===== src/rtl/segaddr_gen.sv =====
module segaddr_gen #(
  parameter int SEG_W  = 16,
  parameter int OFS_W  = 16,
  parameter int SHIFT  = 4,
  parameter int ILEN_W = 4
) (
  input  logic                   clk,
  input  logic                   rst_n,
  input  logic                   req_valid,
  input  logic [1:0]             req_kind,
  input  logic                   req_alt_seg,
  input  logic [OFS_W-1:0]       req_offset,
  input  logic [ILEN_W-1:0]      req_ilen,
  input  logic                   wr_en,
  input  logic [2:0]             wr_sel,
  input  logic [OFS_W-1:0]       wr_data,
  output logic [SEG_W+SHIFT-1:0] addr_out,
  output logic                   addr_valid
);
  localparam int PA_W = SEG_W + SHIFT;

  logic [SEG_W-1:0] code_q, stk_q, dat_q, ext_q;
  logic [OFS_W-1:0] ip_q, sp_q;
  logic [SEG_W-1:0] base;
  logic [OFS_W-1:0] ofs;

  wire is_fetch = req_valid && req_kind == 2'b00;
  wire is_push  = req_valid && req_kind == 2'b01;
  wire is_pop   = req_valid && req_kind == 2'b10;

  wire [OFS_W-1:0] sp_dn  = sp_q - OFS_W'(2);
  wire [OFS_W-1:0] sp_up  = sp_q + OFS_W'(2);
  wire [OFS_W-1:0] ip_adv = ip_q + OFS_W'(req_ilen);

  wire [SEG_W-1:0] wdat_seg = SEG_W'(wr_data);

  always_comb begin
    case (req_kind)
      2'b00: begin base = code_q; ofs = ip_q;  end
      2'b01: begin base = stk_q;  ofs = sp_dn; end
      2'b10: begin base = stk_q;  ofs = sp_q;  end
      default: begin
        base = req_alt_seg ? ext_q : dat_q;
        ofs  = req_offset;
      end
    endcase
  end

  wire [PA_W-1:0] phys = {base, {SHIFT{1'b0}}} + PA_W'(ofs);

  always_ff @(posedge clk or negedge rst_n) begin
    if (!rst_n) begin
      code_q <= '0;
      stk_q  <= '0;
      dat_q  <= '0;
      ext_q  <= '0;
    end else if (wr_en) begin
      case (wr_sel)
        3'd0: code_q <= wdat_seg;
        3'd1: stk_q  <= wdat_seg;
        3'd2: dat_q  <= wdat_seg;
        3'd3: ext_q  <= wdat_seg;
        default: ;
      endcase
    end
  end

  always_ff @(posedge clk or negedge rst_n) begin
    if (!rst_n) ip_q <= '0;
    else if (wr_en && wr_sel == 3'd4) ip_q <= wr_data;
    else if (is_fetch) ip_q <= ip_adv;
  end

  always_ff @(posedge clk or negedge rst_n) begin
    if (!rst_n) sp_q <= '0;
    else if (wr_en && wr_sel == 3'd5) sp_q <= wr_data;
    else if (is_push) sp_q <= sp_dn;
    else if (is_pop) sp_q <= sp_up;
  end

  always_ff @(posedge clk or negedge rst_n) begin
    if (!rst_n) begin
      addr_out   <= '0;
      addr_valid <= 1'b0;
    end else begin
      addr_valid <= req_valid;
      if (req_valid) addr_out <= phys;
    end
  end
endmodule



===== config.mk =====
export PLATFORM = sky130hd
export DESIGN_NAME = segaddr_gen
export DESIGN_NICKNAME = d
export VERILOG_FILES = /design/src/rtl/segaddr_gen.sv
export SDC_FILE = /design/constraint.sdc
export NUM_CORES = 1
export LEC_CHECK = 0
export BUFFER_PORTS_ARGS = -buffer_cell sky130_fd_sc_hd__buf_2
export CORE_ASPECT_RATIO = 0.75
export CORE_MARGIN = 2
export CORE_UTILIZATION = 55
export CTS_CLUSTER_DIAMETER = 150
export DETAILED_ROUTE_END_ITERATION = 12
export PLACE_DENSITY_LB_ADDON = 0.05
export SLEW_MARGIN = 25
export SYNTH_ARGS = -nofsm -noshare
export SYNTH_HDL_FRONTEND = slang
export SYNTH_SLANG_ARGS = --single-unit

===== constraint.sdc =====
create_clock -name clk -period 4.1 [get_ports clk]
set_input_delay 0.615 -clock clk [delete_from_list [all_inputs] [get_ports clk]]
set_output_delay 0.615 -clock clk [all_outputs]
set_load 0.01 [all_outputs]

==> flow_metrics.py <==
metrics = {
    "drt": {
        "drc_errors": 0,
        "vias_per_cell": 6.32,
        "dr.pass1.iters": 6,
        "drt-wirelength-per-cell_um": 22.2,
        "vias": 6034,
        "wl_mm": 21.2,
        "antenna_left": 0,
        "drt-initial-drc-count": 676,
    },
    "synth": {
        "synth-async-reset-ratio_pct": 100,
        "synth.distinct_cells": 75,
        "yosys-top-cells-count": "dfrtp_1 (117), mux2_2 (75), nand2_1 (66), a21oi_1 (54), o21ai_0 (32)",
        "ys_seq_area_share_pct": 40.3,
        "synth-edff-count": 0,
        "synthFlopType": "dfrtp_1",
        "synth_area_leaders": "dfrtp_1 (40%), mux2_2 (12%), ha_1 (3.8%)",
        "synth_most_common_cell": "dfrtp_1",
        "yosysWarnings": 0,
        "netlist.area_leader.share_pct": 40.3,
        "synth_cells": 715,
        "ys_ff_latch": 117,
        "netlist_area_um2": 7260,
        "yosysTopAreaCell": "dfrtp_1",
        "synth_nets": 785,
        "synth_area_per_cell_um2": 10.2,
    },
    "cts": {
        "hold_buffers": 0,
        "numCtsBuffers": 17,
        "clk_latency_ps": 430,
        "clock_tree.buffer_depth": 2,
        "cts.sinks": 117,
        "clock-root-buffer": "clkbuf_16",
        "h-tree-depth": 4,
        "cts_tree": "built",
        "clk_pin_slew_ps": 60,
    },
    "cells_and_area": {
        "fill_cells": 1100,
        "multi_input_area_um2": 3970,
        "diodes": 0,
        "area_delta_synth_final_pct": 13.6,
        "drive_gt1_share_pct": 28.0,
        "seqCellArea_um2": 2930,
        "nNetsFinal": 840,
    },
    "worst_hold_path": {
        "hold_path_class": "in -> async",
    },
    "power": {
        "internal_power_uw": 3010,
        "p_seq_share_pct": 38.7,
        "p_sw_uw": 1820,
        "switching_share_pct": 37.7,
        "pwr-share-comb_pct": 30.7,
        "p_leak_uw": 0.00348,
        "power.share.clock_pct": 30.6,
        "power_density_nw_per_um2": 586,
        "peakVddDrop_mv": 0.363,
    },
    "floorplan": {
        "initial_core_util_pct": 56.1,
        "dieWidth_um": 137,
        "ioPinCount": 67,
        "die_h_um": 103,
        "core_area_um2": 12900,
        "rows": 36,
        "fp.dieArea_um2": 14100,
    },
    "worst_setup_path": {
        "path_class": "reg -> reg",
        "cp-start-kind": "flop",
        "critPathLaunch": "sp_q[1]",
        "path_max_fanout": 9,
        "cp.required_ps": 4410,
        "arrival_ps": 4070,
        "endpoint_kind": "flop",
        "reg2reg_from": "sp_q[1]",
    },
    "sta": {
        "tns_ps": 0,
        "fin_skew_ps": 7.93,
        "maxSlewHeadroom_pct": 32.6,
        "drv_slew": 0,
        "hold_violations": 0,
        "setup_viol": 0,
        "worst_slew_pin_slew_ps": 1010,
        "fmax_mhz": 265,
        "fin_crit_sh_pct": 91.9,
        "finalCriticalPeriod_ps": 3770,
        "rsz0062_at_grt": "no",
        "hold_slack_ps": 277,
    },
    "place": {
        "gp_congestion": 0.905,
        "dp_hpwl_mm": 15.3,
        "port_buffers": 66,
    },
    "grt": {
        "groute.usage.overall_pct": 31.3,
        "grt_pass1_vias": 5726,
        "grt_overflow_total": 0,
        "grt_pass1_wl_mm": 32.4,
        "grt_max_degree": 61,
        "antenna_found_initial": 0,
    },
    "flow_run": {
        "max_cap_violations": 0,
    },
    "status": {
        "status": "finished, final reports clean",
    },
}
-- cells by family after synthesis --
| group | after synthesis | share of synthesized area [%] |
|---|---|---|
| AND/OR/NAND/NOR | 189 | 14.1 |
| AO/OA/AOI/OAI | 187 | 17.5 |
| flip-flops | 117 | 40.3 |
| multiplexers | 94 | 14.3 |
| buffers and inverters | 68 | 5.17 |
| XOR/XNOR | 36 | 4.34 |
| adder cells (fa/ha/maj) | 24 | 4.34 |
-- power by group through the flow --
stage | clock network [µW] | registers, µW | logic (µW)
CTS | 1490 | 1850 | 1460
global route | 1550 | 1910 | 1630
global placement | 0 | 1850 | 1420
detailed placement | 0 | 1870 | 1450
floorplan | 0 | 1720 | 1130
finish | 1480 | 1870 | 1480
-- timing repair --
item | in CTS | in global routing
endpoints found under the setup margin | 0 | 2
resized for setup | 0 | 1
buffers inserted | 0 | 2
-- stage by stage --
step | setup WS, ps | area, µm² | cells | power, µW | utilization, %
after floorplan | 463 | 7260 | 715 | 2860 | -
after global placement | 306 | 7640 | 920 | 3270 | 59.1
after detailed placement | 290 | 7640 | 920 | 3320 | 59.1
after CTS | 277 | 8220 | 952 | 4810 | 63.6
after global routing | 93.0 | 8250 | 954 | 5090 | 63.8
final | 333 | 8250 | 954 | 4830 | 63.8
-- registers in the layout, indices dropped and copies added, names as in the netlist --
signal,count
ip_q,16
addr_valid,1
code_q,16
dat_q,16
addr_out,20
ext_q,16
sp_q,16
stk_q,16
-- worst max-delay path, cell delays in order (launching register included) --
cell and delay (ps):
dfrtp_1 560, inv_1 140, ha_1 280, nor3b_4 170, buf_4 170, nand2b_1 140
a21boi_0 190, o41a_1 220, inv_1 80, fa_1 460, nor2b_1 190, o2111ai_1 240
a211oi_2 380, nor3_1 100, or3_1 350
-- worst paths after layout --
check                           cells past startpoint           end  slack [ps]
min in group clk                                    3       sp_q[0]         480
worst min register to register                      1  addr_out[11]         490
worst max-delay path                               14  addr_out[18]         330
max in group asynchronous                           2      dat_q[5]        2890
worst min-delay path                                1      sp_q[14]         280
worst max register to register                     14  addr_out[18]         330
-- per-layer routing --
metal  track usage, %  up-vias  part of all wire (%)
li1                 -     2764                     -
met1             45.5     2970                    47
met2             45.5      274                    43
met3             8.92       26                   9.1
met4             9.05        0                   1.3
met5                0        -                     0
-- layout make-up --
type                    count  area share (%)
multi-input cells         530            48.1
flip-flops and latches    117            35.5
repair buffers             84            5.83
clock buffers              17            5.16
well taps                 171            2.59
clock inverters            15            1.88
inverters                  20           0.910
-- layout by cell type (no fill, tap or decap), drive strengths merged, types with 20 or more instances in the layout --
| cell type | instances |
|---|---|
| inv | 30 |
| nor2 | 30 |
| a21oi | 56 |
| buf | 84 |
| nand3 | 20 |
| xnor2 | 29 |
| dfrtp | 117 |
| nand2 | 66 |
| ha | 22 |
| o21ai | 42 |
| mux2 | 75 |
Power figures use the tool's default switching activity.
